===== src/rtl/ee_wp_pkg.sv =====
package ee_wp_pkg;

  typedef enum logic [1:0] {
    LOCK_NONE = 2'b00,
    LOCK_QTR  = 2'b01,
    LOCK_HALF = 2'b10,
    LOCK_ALL  = 2'b11
  } lock_e;

  // Shadow of the nonvolatile status fields
  typedef struct packed {
    logic       pen;
    logic [1:0] wdsel;
    lock_e      lock;
  } nv_t;

  localparam int NV_W   = $bits(nv_t);
  localparam int STAT_W = 8;

endpackage


===== src/rtl/ee_wp_range.sv =====
module ee_wp_range
  import ee_wp_pkg::*;
(
  input  lock_e      lock_i,
  input  logic [1:0] hi_i,     // two most significant address bits
  output logic       prot_o
);

  // Protection grows from the top of the array downward
  always_comb begin
    unique case (lock_i)
      LOCK_NONE: prot_o = 1'b0;
      LOCK_QTR:  prot_o = (hi_i == 2'b11);
      LOCK_HALF: prot_o = hi_i[1];
      LOCK_ALL:  prot_o = 1'b1;
      default:   prot_o = 1'b1;
    endcase
  end

endmodule


===== src/rtl/ee_wp_matrix.sv =====
module ee_wp_matrix (
  input  logic wel_i,
  input  logic pen_i,
  input  logic wp_ni,
  input  logic prot_i,
  input  logic arr_req_i,
  input  logic sr_req_i,
  output logic arr_gnt_o,
  output logic sr_gnt_o
);

  logic sr_open;

  always_comb begin
    sr_open   = ~pen_i | wp_ni;
    arr_gnt_o = arr_req_i & wel_i & ~prot_i;
    sr_gnt_o  = sr_req_i & wel_i & sr_open;
  end

endmodule


===== src/rtl/ee_wp_vol.sv =====
module ee_wp_vol (
  input  logic clk_i,
  input  logic rst_ni,
  input  logic wel_set_i,
  input  logic wel_clr_i,
  input  logic flag_set_i,
  input  logic flag_clr_i,
  output logic wel_o,
  output logic flag_o
);

  logic wel_q, wel_d, wel_en;
  logic flag_q, flag_d, flag_en;

  // Next state: clear has priority over set
  always_comb begin
    wel_en  = wel_set_i | wel_clr_i;
    wel_d   = wel_set_i & ~wel_clr_i;
    flag_en = flag_set_i | flag_clr_i;
    flag_d  = flag_set_i & ~flag_clr_i;
  end

  always_ff @(posedge clk_i or negedge rst_ni) begin
    if (!rst_ni) begin
      wel_q  <= 1'b0;
      flag_q <= 1'b0;
    end else begin
      if (wel_en)  wel_q  <= wel_d;
      if (flag_en) flag_q <= flag_d;
    end
  end

  assign wel_o  = wel_q;
  assign flag_o = flag_q;

endmodule


===== src/rtl/ee_wp_nv.sv =====
module ee_wp_nv
  import ee_wp_pkg::*;
#(
  parameter nv_t NV_RESET = '0
) (
  input  logic clk_i,
  input  logic rst_ni,
  input  logic load_i,
  input  nv_t  data_i,
  output nv_t  nv_o
);

  nv_t nv_q, nv_d;

  always_comb begin
    nv_d = load_i ? data_i : nv_q;
  end

  always_ff @(posedge clk_i or negedge rst_ni) begin
    if (!rst_ni) nv_q <= NV_RESET;
    else if (load_i) nv_q <= nv_d;
  end

  assign nv_o = nv_q;

endmodule


===== src/rtl/ee_wp_status.sv =====
module ee_wp_status
  import ee_wp_pkg::*;
#(
  parameter int  ADDR_W   = 13,
  parameter nv_t NV_RESET = '0
) (
  input  logic              clk_i,
  input  logic              rst_ni,
  input  logic              we_set_i,
  input  logic              we_clr_i,
  input  logic              sr_wr_i,
  input  logic              flag_set_i,
  input  logic              flag_clr_i,
  input  logic [STAT_W-1:0] sr_data_i,
  input  logic              wp_ni,
  input  logic              arr_wr_req_i,
  input  logic [ADDR_W-1:0] addr_i,
  output logic [STAT_W-1:0] status_o,
  output logic              arr_wr_gnt_o,
  output logic              sr_wr_gnt_o
);

  localparam int HI_LSB = ADDR_W - 2;

  nv_t  nv, nv_wdata;
  logic wel, flag, prot;
  logic arr_gnt, sr_gnt;
  logic unused_bits;

  assign unused_bits = ^{sr_data_i[6], sr_data_i[1:0], addr_i[HI_LSB-1:0]};

  always_comb begin
    nv_wdata.pen   = sr_data_i[7];
    nv_wdata.wdsel = sr_data_i[5:4];
    nv_wdata.lock  = lock_e'(sr_data_i[3:2]);
  end

  ee_wp_range u_range (
    .lock_i (nv.lock),
    .hi_i   (addr_i[ADDR_W-1:HI_LSB]),
    .prot_o (prot)
  );

  ee_wp_matrix u_matrix (
    .wel_i     (wel),
    .pen_i     (nv.pen),
    .wp_ni     (wp_ni),
    .prot_i    (prot),
    .arr_req_i (arr_wr_req_i),
    .sr_req_i  (sr_wr_i),
    .arr_gnt_o (arr_gnt),
    .sr_gnt_o  (sr_gnt)
  );

  ee_wp_vol u_vol (
    .clk_i      (clk_i),
    .rst_ni     (rst_ni),
    .wel_set_i  (we_set_i),
    .wel_clr_i  (we_clr_i | arr_gnt | sr_gnt),
    .flag_set_i (flag_set_i),
    .flag_clr_i (flag_clr_i),
    .wel_o      (wel),
    .flag_o     (flag)
  );

  ee_wp_nv #(.NV_RESET(NV_RESET)) u_nv (
    .clk_i  (clk_i),
    .rst_ni (rst_ni),
    .load_i (sr_gnt),
    .data_i (nv_wdata),
    .nv_o   (nv)
  );

  always_comb begin
    status_o     = {nv.pen, 1'b0, nv.wdsel, nv.lock, wel, flag};
    arr_wr_gnt_o = arr_gnt;
    sr_wr_gnt_o  = sr_gnt;
  end

endmodule


===== config.mk =====
export PLATFORM = sky130hd
export DESIGN_NAME = ee_wp_status
export DESIGN_NICKNAME = d
export VERILOG_FILES = /design/src/rtl/ee_wp_pkg.sv /design/src/rtl/ee_wp_range.sv /design/src/rtl/ee_wp_matrix.sv /design/src/rtl/ee_wp_vol.sv /design/src/rtl/ee_wp_nv.sv /design/src/rtl/ee_wp_status.sv
export SDC_FILE = /design/constraint.sdc
export NUM_CORES = 1
export LEC_CHECK = 0
export ABC_CLOCK_PERIOD_IN_PS = 1800
export BUFFER_PORTS_ARGS = -buffer_cell sky130_fd_sc_hd__buf_2
export CELL_PAD_IN_SITES_DETAIL_PLACEMENT = 1
export CELL_PAD_IN_SITES_GLOBAL_PLACEMENT = 1
export CORE_MARGIN = 4
export CORE_UTILIZATION = 20
export CTS_CLUSTER_DIAMETER = 120
export DETAILED_ROUTE_END_ITERATION = 16
export GPL_TIMING_DRIVEN = 0
export PLACE_DENSITY_LB_ADDON = 0.2
export SLEW_MARGIN = 20
export SYNTH_ARGS = -nofsm -noshare
export SYNTH_HDL_FRONTEND = slang
export SYNTH_SLANG_ARGS = --single-unit

===== constraint.sdc =====
create_clock -name clk_i -period 1.8 [get_ports clk_i]
set_clock_uncertainty 0.2 [all_clocks]
set_input_delay 0.09 -clock clk_i [delete_from_list [all_inputs] [get_ports clk_i]]
set_output_delay 0.09 -clock clk_i [all_outputs]
set_load 0.01 [all_outputs]

==> metrics.log <==
[metrics] time the final worst path needs with I/O delays and setup: 1.608 ns
[metrics] xor/xnor cell area share of the yosys netlist: 0
[metrics] core box area: 0.001541 mm2
[metrics] post-CTS sizing: 0
[metrics] maximum ir drop on the vdd rail: 593.2 uV
[metrics] full die area: 0.002381 mm2
[metrics] Remaining DRCs: 0
[metrics] share of synthesized area occupied by flip-flops and latches: 0.5263
[metrics] clock latency at the later pin of the worst-skew pair: 0.25 ns
[metrics] mean instance size in the synthesized netlist: 11.89 um2
[metrics] Synth Area in Simple Gates: 0.09774
[metrics] proportion of layout cells with a drive suffix above 1: 0.5522
[metrics] netlist area before placement: 332.8 um2
[metrics] setup_tns: 0 ns
[metrics] number of standard-cell rows in the floorplan: 14
[metrics] post-DP HPWL: 689.4 um
[metrics] leading area contributor after synthesis: dfrtp_1
[metrics] adder-cell share of the synthesized area: 0
[metrics] die width: 48.80 um
[metrics] flip-flop and latch count after synthesis: 7
[metrics] number of synthesis warnings: 0
[metrics] Largest stage delay, worst path: 0.55 ns
[metrics] number of max-cap violations: 0
[metrics] Fmax: 0.6217 GHz
[metrics] worst-case hold slack: 0.005146 ns
[metrics] cell leakage power: 0.3128 nW
[metrics] number of buffer and inverter instances along the worst setup path: 1
[metrics] overall track demand over capacity in global routing: 0.08844
[metrics] CTS tree: built
[metrics] highest-count cells in the layout ignoring fill and taps: 24 x buf_2, 11 x dlygate4sd3_1, 7 x dfrtp_1
[metrics] maximum number of buffers from clock root to sink: 2
[metrics] average wire per standard cell: 11.01 um
[metrics] cell family with most CP delay: buffers and inverters
[metrics] Util after Layout: 0.3953
[metrics] post-route fraction of the period consumed by the critical path: 0.8936
[metrics] vias in the first global route: 381
[metrics] synth unique cells: 14
[metrics] synthesis-to-finish area growth: 83.08%
[metrics] routed wire length: 914 um
[metrics] number of clock sinks seen by CTS: 7
[metrics] die boundary height: 48.80 um
[metrics] required time worst endpoint: 1.73 ns
[metrics] Setup violations, final: 0
[metrics] filler cell count in the final layout: 189
[metrics] synthesized-area fraction occupied by ao, oa, aoi and oai cells: 0.1278
[metrics] length of the first detailed-routing pass in iterations: 2
[metrics] CTS clk-pin slew, worst paths: 0.05 ns
[metrics] count of antenna diodes in the layout: 0
[metrics] routability-driven placement congestion ratio: 0.6193
[metrics] effective utilization at floorplan: 0.2159
[metrics] H-tree levels: 1
[metrics] combinational family with the most area after synthesis: multiplexers
[metrics] mux contribution to synthesized area: 0.1353
[metrics] vias per cell: 4.229
[metrics] number of nets in the synthesized netlist: 58
[metrics] Port Buffers: 24
[metrics] most common library cell in the layout ignoring fill and taps: buf_2
[metrics] power density relative to cell area: 928.0 mW/mm2
[metrics] nets: 98
[metrics] largest net degree at the start of global routing: 8
[metrics] master cell of the clock root buffer: clkbuf_4
[metrics] crit path capture type: register
[metrics] cell at the slowest stage of the critical path: dlygate4sd3_1
[metrics] Initial DRC Count: 1
[metrics] run status: complete, no violations
[metrics] RSZ-0062 raised after global routing: no
[metrics] count of boundary I/O pins: 40
[metrics] worst hold path class: in2async
[metrics] post-synth top area share: 0.5263
[metrics] final number of max-transition violations: 0
[metrics] post-route antenna net violation count: 0
[metrics] cells traversed along the worst timing path: nand3_1 -> a32o_1 -> dlygate4sd3_1
[metrics] kind of start point of the critical path: register
[metrics] worst path arrival time: 1.54 ns
[metrics] endpoints failing hold: 0
[metrics] TritonCTS Buffers: 3
[metrics] DR vias: 351
[metrics] cells taking the most area after synthesis: dfrtp_1 53%, mux2_2 14%, buf_4 9.0%
[metrics] wire length of the first global-routing pass: 1642 um
[metrics] total gr overflow: 0
[metrics] type of the setup path with the least slack: reg2reg
[metrics] number of buffers inserted by post-CTS setup repair: 0
[metrics] highest net fanout along the worst path: 6
[metrics] antenna violations before repair: 0
[metrics] gate count after technology mapping: 28
## report_power, final
part           switching, mW  leakage [nW]  internal, mW
registers             0.0339        0.0843         0.200
logic                 0.0749         0.214         0.116
clock network         0.0561        0.0150        0.0845
total                  0.165         0.313         0.401
## per-stage QoR
stage	setup WS, ns	power [mW]	instance area [um2]	cells
final	0.1915	0.5655	609.3	83
after CTS	0.1916	0.5769	609.3	83
after global placement	0.3916	0.4020	473.0	68
after floorplan	0.3414	0.3257	332.8	28
after global routing	0.1128	0.6167	609.3	83
after detailed placement	0.3871	0.4048	473.0	68
## flip-flops by register name, indices dropped and copies added, names as in the netlist
register,count
u_vol.flag_o,1
u_vol.wel_o,1
u_nv.nv_o,5
## final timing paths
path,start,to,slack (ns),cells past startpoint
setup / recovery,u_vol.wel_o,u_nv.nv_o[4],0.19,3
hold / removal,rst_ni,u_vol.flag_o,0.005,2
setup reg to reg,u_vol.wel_o,u_nv.nv_o[4],0.19,3
hold reg to reg,u_nv.nv_o[2],u_nv.nv_o[2],0.30,1
max in group asynchronous,rst_ni,u_nv.nv_o[3],1.23,2
min in group clk_i,sr_wr_i,u_nv.nv_o[1],0.14,4
## layout make-up
cell class / count / area, um2 / area share
Sequential cell: 7 / 175.2 / 0.2875
Tap cell: 16 / 20.02 / 0.03285
Clock buffer: 4 / 26.28 / 0.04312
Timing Repair Buffer: 35 / 230.2 / 0.3778
Multi-Input combinational cell: 16 / 123.9 / 0.2033
Inverter: 1 / 3.754 / 0.006160
Buffer: 4 / 30.03 / 0.04928
## Yosys cell counts
cell	number
a21o_1	1
a21oi_4	1
a221oi_1	1
a32o_1	1
buf_4	4
conb_1	1
dfrtp_1	7
inv_1	1
mux2_2	4
nand2_1	1
nand2_2	1
nand3_1	1
nor2_1	3
nor4_1	1
## routing by layer
layer	global-route usage	vias to the layer above	part of all wire	routed length, um
met5	0	-	0	0
met4	0.01345	0	0	0
met3	0.06422	0	0.072	66
met2	0.1587	11	0.57	523
met1	0.08098	168	0.35	324
li1	-	172	-	-
## cell families after synthesis
kind of cell,count (synthesis)
AO/OA/AOI/OAI,4
buffers and inverters,5
flip-flops,7
multiplexers,4
other,1
AND/OR/NAND/NOR,7
## repair_timing
| action | 4_1_cts | 5_1_grt |
|---|---|---|
| hold endpoints to repair | 14 | 0 |
| hold buffers | 11 | 0 |
| endpoints found under the setup margin | 0 | 0 |
(Power assumes the default switching activity.)
